<file path="src/rtl/pmc_pkg.sv">
package pmc_pkg;

    typedef enum logic [2:0] {
        PM_SLEEP   = 3'd0,
        PM_DOZE    = 3'd1,
        PM_SLOW    = 3'd2,
        PM_PLLWAIT = 3'd3,
        PM_NORMAL  = 3'd4,
        PM_PLLEXIT = 3'd5
    } pm_state_e;

    localparam logic [2:0] STAT_SLEEP  = 3'b000;
    localparam logic [2:0] STAT_DOZE   = 3'b001;
    localparam logic [2:0] STAT_SLOW   = 3'b010;
    localparam logic [2:0] STAT_NORMAL = 3'b100;

    // Turn a software mode code into a stable target state.
    function automatic pm_state_e decode_req(input logic [2:0] code);
        pm_state_e t;
        if (code[2])              t = PM_NORMAL;
        else if (code[1])         t = PM_SLOW;
        else if (code[0])         t = PM_DOZE;
        else                      t = PM_SLEEP;
        return t;
    endfunction

endpackage

</file>
<file path="src/rtl/pmc_lock_timer.sv">
module pmc_lock_timer #(
    parameter int LOCK_TIMEOUT = 64
) (
    input  logic clk,
    input  logic rst_n,
    input  logic run_i,
    input  logic lock_i,
    output logic done_o
);
    localparam int CW = (LOCK_TIMEOUT > 2) ? $clog2(LOCK_TIMEOUT) : 1;
    localparam logic [CW-1:0] LAST = CW'(LOCK_TIMEOUT - 1);

    typedef struct packed {
        logic [CW-1:0] cnt;
    } tmr_t;

    tmr_t tmr_d, tmr_q;

    always_comb begin
        tmr_d = tmr_q;
        if (run_i && tmr_q.cnt != LAST) tmr_d.cnt = tmr_q.cnt + 1'b1;
        if (!run_i)                     tmr_d.cnt = '0;
        done_o = run_i && (lock_i || tmr_q.cnt == LAST);
    end

    always_ff @(posedge clk or negedge rst_n) begin
        if (!rst_n) tmr_q <= '0;
        else        tmr_q <= tmr_d;
    end

    // the wait counter never exceeds the timeout bound
    assert_timer_bound_R7: assert property (@(posedge clk) disable iff (!rst_n)
        tmr_q.cnt <= LAST);

    // the counter is cleared whenever the wait was not active
    assert_timer_clear_R7: assert property (@(posedge clk) disable iff (!rst_n)
        !$past(run_i) |-> tmr_q.cnt == '0);

endmodule

</file>
<file path="src/rtl/pmc_ref_div.sv">
module pmc_ref_div #(
    parameter int DW = 2
) (
    input  logic          clk,
    input  logic          rst_n,
    input  logic          hold_i,
    input  logic [DW-1:0] sel_i,
    output logic [DW-1:0] sel_o
);
    typedef struct packed {
        logic [DW-1:0] sel;
    } div_t;

    div_t div_d, div_q;

    always_comb begin
        div_d = div_q;
        if (!hold_i) div_d.sel = sel_i;
    end

    always_ff @(posedge clk or negedge rst_n) begin
        if (!rst_n) div_q <= '0;
        else        div_q <= div_d;
    end

    assign sel_o = div_q.sel;

    // frozen while the PLL drives the system
    assert_div_hold_R10: assert property (@(posedge clk) disable iff (!rst_n)
        $past(hold_i) |-> div_q.sel == $past(div_q.sel));

    // follows the select while the reference is in use
    assert_div_track_R10: assert property (@(posedge clk) disable iff (!rst_n)
        !$past(hold_i) |-> div_q.sel == $past(sel_i));

endmodule

</file>
<file path="src/rtl/pmc_mode_fsm.sv">
module pmc_mode_fsm
    import pmc_pkg::*;
(
    input  logic       clk,
    input  logic       rst_n,
    input  logic       wr_i,
    input  logic [2:0] req_i,
    input  logic       wake_i,
    input  logic       pll_ready_i,
    output logic       waiting_o,
    output logic       cpu_en_o,
    output logic       bus_en_o,
    output logic       pll_en_o,
    output logic       src_pll_o,
    output logic       lowosc_o,
    output logic [2:0] stat_o
);
    typedef struct packed {
        pm_state_e st;
        pm_state_e target;
    } fsm_t;

    fsm_t fsm_d, fsm_q;
    pm_state_e want;

    always_comb begin
        fsm_d = fsm_q;
        want  = decode_req(req_i);
        unique case (fsm_q.st)
            PM_SLEEP: begin
                if (wake_i) fsm_d.st = PM_SLOW;
            end
            PM_DOZE, PM_SLOW: begin
                if (wr_i) begin
                    if (want == PM_NORMAL) fsm_d.st = PM_PLLWAIT;
                    else                   fsm_d.st = want;
                end
            end
            PM_PLLWAIT: begin
                if (pll_ready_i) fsm_d.st = PM_NORMAL;
            end
            PM_NORMAL: begin
                if (wr_i && want != PM_NORMAL) begin
                    fsm_d.st     = PM_PLLEXIT;
                    fsm_d.target = want;
                end
            end
            PM_PLLEXIT: begin
                fsm_d.st = fsm_q.target;
            end
            default: fsm_d.st = PM_SLOW;
        endcase
    end

    always_ff @(posedge clk or negedge rst_n) begin
        if (!rst_n) begin
            fsm_q.st     <= PM_SLOW;
            fsm_q.target <= PM_SLOW;
        end else begin
            fsm_q <= fsm_d;
        end
    end

    always_comb begin
        cpu_en_o  = 1'b1;
        bus_en_o  = 1'b1;
        pll_en_o  = 1'b0;
        src_pll_o = 1'b0;
        lowosc_o  = 1'b0;
        stat_o    = STAT_SLOW;
        waiting_o = 1'b0;
        unique case (fsm_q.st)
            PM_SLEEP: begin
                cpu_en_o = 1'b0;
                bus_en_o = 1'b0;
                lowosc_o = 1'b1;
                stat_o   = STAT_SLEEP;
            end
            PM_DOZE: begin
                cpu_en_o = 1'b0;
                stat_o   = STAT_DOZE;
            end
            PM_PLLWAIT: begin
                pll_en_o  = 1'b1;
                waiting_o = 1'b1;
            end
            PM_NORMAL: begin
                pll_en_o  = 1'b1;
                src_pll_o = 1'b1;
                stat_o    = STAT_NORMAL;
            end
            PM_PLLEXIT: begin
                pll_en_o = 1'b1;
                stat_o   = STAT_NORMAL;
            end
            default: ;
        endcase
    end

    // sleep is left only when an interrupt was seen at that edge
    assert_sleep_exit_R5: assert property (@(posedge clk) disable iff (!rst_n)
        ($past(fsm_q.st) == PM_SLEEP && fsm_q.st != PM_SLEEP) |-> $past(wake_i));

    // a wake always lands in slow mode
    assert_wake_slow_R5: assert property (@(posedge clk) disable iff (!rst_n)
        ($past(fsm_q.st) == PM_SLEEP && $past(wake_i)) |-> fsm_q.st == PM_SLOW);

    // the source switches to the PLL only after it was already powered
    assert_src_after_pll_R6: assert property (@(posedge clk) disable iff (!rst_n)
        $rose(src_pll_o) |-> $past(pll_en_o));

    // the PLL powers down only after the reference was already selected
    assert_pll_off_order_R8: assert property (@(posedge clk) disable iff (!rst_n)
        $fell(pll_en_o) |-> !$past(src_pll_o));

    // the startup wait is left only toward normal
    assert_wait_exit_R9: assert property (@(posedge clk) disable iff (!rst_n)
        ($past(fsm_q.st) == PM_PLLWAIT && fsm_q.st != PM_PLLWAIT) |-> fsm_q.st == PM_NORMAL);

endmodule

</file>
<file path="src/rtl/pwr_mode_ctrl.sv">
module pwr_mode_ctrl #(
    parameter int LOCK_TIMEOUT = 64,
    parameter int DIV_W        = 2
) (
    input  logic             clk,
    input  logic             rst_n,
    input  logic             mode_wr,
    input  logic [2:0]       mode_req,
    input  logic [DIV_W-1:0] ref_div_sel,
    input  logic             fiq_req,
    input  logic             irq_req,
    input  logic             pll_lock,
    output logic             cpu_clk_en,
    output logic             bus_clk_en,
    output logic             pll_en,
    output logic             src_pll_sel,
    output logic [DIV_W-1:0] ref_div_out,
    output logic             lowosc_sel,
    output logic [2:0]       mode_stat
);
    logic wake;
    logic waiting;
    logic pll_ready;

    assign wake = fiq_req | irq_req;

    pmc_lock_timer #(.LOCK_TIMEOUT(LOCK_TIMEOUT)) u_timer (
        .clk    (clk),
        .rst_n  (rst_n),
        .run_i  (waiting),
        .lock_i (pll_lock),
        .done_o (pll_ready)
    );

    pmc_mode_fsm u_fsm (
        .clk         (clk),
        .rst_n       (rst_n),
        .wr_i        (mode_wr),
        .req_i       (mode_req),
        .wake_i      (wake),
        .pll_ready_i (pll_ready),
        .waiting_o   (waiting),
        .cpu_en_o    (cpu_clk_en),
        .bus_en_o    (bus_clk_en),
        .pll_en_o    (pll_en),
        .src_pll_o   (src_pll_sel),
        .lowosc_o    (lowosc_sel),
        .stat_o      (mode_stat)
    );

    pmc_ref_div #(.DW(DIV_W)) u_div (
        .clk    (clk),
        .rst_n  (rst_n),
        .hold_i (src_pll_sel),
        .sel_i  (ref_div_sel),
        .sel_o  (ref_div_out)
    );

    // the low-speed oscillator is used only with the system clocks gated
    assert_lowosc_gated_R3: assert property (@(posedge clk) disable iff (!rst_n)
        lowosc_sel |-> (!cpu_clk_en && !bus_clk_en && !pll_en));

endmodule

</file>
<file path="config.mk">
export PLATFORM = sky130hd
export DESIGN_NAME = pwr_mode_ctrl
export DESIGN_NICKNAME = d
export VERILOG_FILES = /design/src/rtl/pmc_pkg.sv /design/src/rtl/pmc_lock_timer.sv /design/src/rtl/pmc_ref_div.sv /design/src/rtl/pmc_mode_fsm.sv /design/src/rtl/pwr_mode_ctrl.sv
export SDC_FILE = /design/constraint.sdc
export NUM_CORES = 1
export LEC_CHECK = 0
export CAP_MARGIN = 40
export CORE_MARGIN = 2
export CORE_UTILIZATION = 46
export CTS_CLUSTER_DIAMETER = 50
export CTS_CLUSTER_SIZE = 24
export DETAILED_ROUTE_END_ITERATION = 8
export GPL_TIMING_DRIVEN = 0
export MAX_ROUTING_LAYER = met4
export PLACE_DENSITY = 0.77
export SETUP_SLACK_MARGIN = 0.05
export SYNTH_ARGS = -nofsm -noshare
export SYNTH_HDL_FRONTEND = slang
export SYNTH_SLANG_ARGS = --single-unit
</file>
<file path="constraint.sdc">
create_clock -name clk -period 1.9 [get_ports clk]
set_input_delay 0.285 -clock clk [delete_from_list [all_inputs] [get_ports clk]]
set_output_delay 0.285 -clock clk [all_outputs]
set_load 0.01 [all_outputs]
</file>
== After elaboration in Yosys (flattened, before gate mapping) ==
Cells that the tools add are included.
Cells by class
  shift-type cells: 0
  muxes and demuxes: 18
  order comparisons: 0
  bitwise logic cells: 1
  eq/ne operators: 14
  div/mod/pow operators: 0
  add/sub/neg operators: 1
  reduce and logical (&&, ||, !) cells: 11
  multiply operators: 0
Operators by type and width (count)
  $mux 3: 6
  $mux 6: 3
  $pmux 3 s5: 1
  $eq 3x3->1 const B: 3
  $pmux 3 s3: 1
  $mux 1: 7
  $add 6x1->6 const B: 1
  $eq 3x2->1 const B: 2
  $eq 6x6->1 const B: 1
  $ne 2x2->1 const B: 3
  $ne 6x6->1 const B: 1
  $reduce_or 2->1: 3
  $ne 2x1->1 const B: 2
  $reduce_and 4->1: 1
  $eq 3x1->1 const B: 1
  $logic_and 1x1->1: 3
  $logic_not 3->1: 1
  $ne 3x3->1 const B: 1
  $reduce_or 3->1: 1
  $reduce_and 2->1: 1
  $logic_or 1x1->1: 1
  $or 1x1->1: 1
Word-level totals
  memories kept: 0
  bits in latches: 0
  memory bits (writable): 0
  flip-flop bits (word level): 14
  logic and storage cells: 49
  input bits: 11
  output and inout bits: 10
  ROM bits: 0

== Longest topological paths before layout ==
  word-level depth: 7
  mapped depth: 5
  gate-level depth less buffers: 4

== By module ==
From an unflattened synthesis, not the netlist that was laid out.
Second synthesis, totals
  cells, all modules: 80
  area, all modules: 849.6 µm²
Modules (own cells, without submodules)
  pmc_mode_fsm: cells each 45, instances 1, sequential area each 152.6 µm², area an instance 460.4 µm²
  pmc_lock_timer: cells each 30, instances 1, sequential area each 150.1 µm², area an instance 310.3 µm²
  pmc_ref_div: cells each 4, instances 1, sequential area each 50.0 µm², area an instance 72.6 µm²
  pwr_mode_ctrl: cells each 1, instances 1, sequential area each 0.0 µm², area an instance 6.3 µm²

== Worst setup path after synthesis ==
Ideal clock, no wire load.
  path kind: register to register
  start point: register u_fsm.fsm_q[3] (netlist name)
  end point: register u_fsm.fsm_q[0] (netlist name)
  data arrival time: 1.269 ns
  stages on the path, launching flop included: 5
  setup time: 0.128 ns
  period minus slack after synthesis: 1.396 ns
  setup slack: 0.504 ns
  buffers on the path: 1
  required time: 1.772 ns
  cells stage by stage: dfrtp_1 buf_2 nor3b_4 nand3b_2 mux2_1
Between the ends
  longest elaborated chain between the ends: 2
RTL lines
  start: declaration: RTL line pmc_mode_fsm.sv:23  | fsm_t fsm_d, fsm_q;
  start signal: assignment: RTL line pmc_mode_fsm.sv:60  | fsm_q <= fsm_d;
  $eq 3x3->1: RTL line pmc_mode_fsm.sv:29  | unique case (fsm_q.st)
  $reduce_and 2->1 (no line)
No other way between the ends.
A chain may end at the register's enable or synchronous reset.

== Final worst setup path ==
  start point: register u_fsm.fsm_q[4] (netlist name)
  end point: output port src_pll_sel
Between the ends
  longest elaborated chain between the ends: 2
RTL lines
  $eq 3x3->1: RTL line pmc_mode_fsm.sv:72  | unique case (fsm_q.st)
  $mux 1: RTL line pmc_mode_fsm.sv:72
  end: declaration: RTL line pwr_mode_ctrl.sv:16  | output logic src_pll_sel,
No other way between the ends.

==> flow_summary_export.csv <==
group,metric,value,unit
sta,clock_skew,1.063,ps
placement,dp_cells,113,
clock_network,cts_buffers,3,
clock_network,insertion_delay,270,ps
sta,tightest_slew,585.6,ps
critical_path,r2r_slack,330,ps
layout,final_area,1056,um2
sta,rsz0062_at_grt,"yes",
critical_path,crit_path_top_delay_cell,"dfstp_2",
detailed_routing,avgRoutedWirePerCell,14.01,um
critical_path,max_stage_delay,400,ps
power,power_leakage,0.4927,nW
layout,finalNonFillerCells,119,
job,drv_cap,0,
logic_synthesis,synth-async-reset-ratio,100.0,%
logic_synthesis,synth_top_area_share,38.77,%
logic_synthesis,synth_fp_nets,89,
detailed_routing,antenna_left,0,
detailed_routing,drc,0,
die,die_w,45.03,um
critical_path,cpMostUsedCell,"buf_4",
logic_synthesis,netlist_top_cells_count,"dfrtp_1 (12), nor2_1 (6), nand3_1 (5)",
critical_path,required,1620,ps
die,start_util,50.24,%
die,die_h,45.03,um
global_routing,antenna_found_initial,0,
power,power_density,1211,nW/um2
sta,whs,385.7,ps
logic_synthesis,synth.avg_cell_area,10.06,um2
sta,setup_viol,0,
detailed_routing,wl,1667,um
critical_path,reg2reg_depth,5,
critical_path,cp-end-kind,"output port",
clock_network,clockBufferDepth,2,
power,vdd_drop_max,0.0008617,V
sta,slew-limit-headroom,60.84,%
sta,fin_ws,87.19,ps
sta,fin_crit,1813,ps
clock_network,htree_levels,1,
detailed_routing,viasPerCell,5.756,
placement,dp_hpwl,1262,um
die,row_count,14,
hold_path,hp-class,"primary input to async pin",
sta,fmax,551.6,MHz
sta,finalMaxSlewViolations,0,
die,io_pins,21,
global_routing,grt_pass1_wl,2863,um
layout,antenna_cells,0,
placement,pre_cts_slack,-37.66,ps
logic_synthesis,synth_cell_type_count,35,
logic_synthesis,synth_flop_cell,"dfrtp_1",
layout,syn2layout_area_growth,36.35,%
placement,port-buffer-count,20,
critical_path,cp.arrival,1530,ps
die,coreArea,1541,um2
outcome,status,"complete, no violations",
logic_synthesis,synth_area,774.5,um2
die,dieArea,2028,um2
critical_path,worstReg2RegEnd,"u_fsm.fsm_q[0]",
detailed_routing,drtPass1Iterations,4,
clock_network,clk_pin_slew_worst_paths,70,ps
critical_path,crit_type,"flop to output port",
critical_path,cp_top_family,"buffers and inverters",
critical_path,crit_buf_inv,3,
logic_synthesis,yosysWarningCount,0,
logic_synthesis,post-synth-top-area-cell,"dfrtp_1",
detailed_routing,drt_iter0_markers,17,
logic_synthesis,synthTopCellsByArea,"dfrtp_1 (39%), dfstp_2 (6.8%), nor3b_1 (3.9%), nand3_1 (3.2%), mux2_1 (2.9%)",
logic_synthesis,synth_edf_count,0,
logic_synthesis,seq_area_frac_synth,45.56,%
layout,nNetsFinal,117,
clock_network,cts-root-buf,"clkbuf_4",
logic_synthesis,netlist_instances,77,
global_routing,grt_pass1_vias,714,
sta,hold_viol,0,
critical_path,crit_chain,"buf_4 -> buf_4 -> nor3b_4 -> dlygate4sd2_1",
clock_network,cts_tree,"yes",
critical_path,crit_path_start_kind,"flop",
global_routing,track_usage,20.73,%
detailed_routing,num_vias,685,
clock_network,clock_sinks,14,
logic_synthesis,post-synth-top-count-cell,"dfrtp_1",
critical_path,timing.rr.start,"u_fsm.fsm_q[4]",
critical_path,crit_path_max_fanout,4,
layout,drive_above_1_share,22.33,%
logic_synthesis,ys_seq_elements,14,
sta,period_share,95.41,%
layout,nFillCells,132,
clock_network,holdBufCountCts,0,
placement,gp_congestion,0.8103,
global_routing,overflow,0,
global_routing,grt_max_degree,15,
placement,dpl_cell_area,994.7,um2
cell type report:
cell class / count / area (um2) / share of cell area, %
Sequential cell: 14 / 354.1 / 33.53
Multi-Input combinational cell: 55 / 400.4 / 37.91
Tap cell: 16 / 20.02 / 1.896
Clock buffer: 3 / 22.52 / 2.133
Inverter: 4 / 15.01 / 1.422
Timing Repair Buffer: 24 / 225.2 / 21.33
Buffer: 3 / 18.77 / 1.777
layer usage:
layer  global-route usage (%)  routed length (um)
met1                    23.50                 717
met2                    34.00                 856
met3                    6.000                  72
met4                    8.824                  20
met5                        -                   0
worst reg2reg max path, stage by stage, from the launching register on:
cell	delay, ps
dfstp_2	400
buf_4	140
buf_4	130
nor3b_4	280
nand3b_2	170
mux2_1	340
state kept, by name, indices dropped and copies added, names as in the netlist:
register and cells:
u_div.sel_o 2, u_timer.tmr_q 6, u_fsm.fsm_q 6
power by group:
part           switching [W]  internal (W)  leakage [nW]
logic               0.000331      0.000347         0.300
registers          0.0000654      0.000381         0.179
clock network      0.0000819     0.0000733        0.0138
total               0.000478      0.000801         0.493
placed cells by master, fill, tap and decap left out, drive strengths merged:
cell,instances
a211o,1
a21oi,1
a22oi,2
a31oi,3
and2,1
and3,2
buf,6
clkbuf,4
clkdlybuf4s15,1
clkdlybuf4s50,12
dfrtp,12
dfstp,2
dlygate4sd2,6
dlymetal6s2s,1
ha,1
inv,4
mux2,4
mux2i,1
nand2,1
nand3,6
nand3b,1
nor2,6
nor2b,2
nor3,2
nor3b,5
nor4,1
o211ai,1
o21ai,6
o21bai,1
o31ai,2
or2,2
or3,1
xor2,2
worst max path at each step:
| stage | startpoint | end | cells past startpoint |
|---|---|---|---|
| floorplan | u_fsm.fsm_q[3] | u_fsm.fsm_q[0] | 4 |
| global placement | u_fsm.fsm_q[4] | pll_en | 4 |
| detailed placement | u_fsm.fsm_q[4] | pll_en | 4 |
| CTS | u_fsm.fsm_q[4] | mode_stat[2] | 3 |
| global route | u_fsm.fsm_q[4] | src_pll_sel | 4 |
| finish | u_fsm.fsm_q[4] | src_pll_sel | 4 |
metrics by stage:
stage          util, %  TNS (ps)  power (W)
2_1_floorplan        -         0  0.0008149
3_3_place_gp     64.53    -12.34   0.001069
3_5_place_dp     64.53    -37.66   0.001087
4_1_cts          67.94         0   0.001277
5_1_grt          68.51         0   0.001382
6_report         68.51         0   0.001279
kinds of logic after synthesis:
group / share of synthesized area [%]
xor+xnor: 2.262
simple gates: 24.23
fa+ha+maj: 1.615
buf+inv: 4.684
compound gates: 14.54
flops: 45.56
mux: 7.108
repair_timing:
action,CTS,global route
gates resized for setup,12,3
setup buffers,4,0
cloned,0,0
setup endpoints to repair,8,4
pin swaps,1,1
Power figures use the tool's default switching activity.
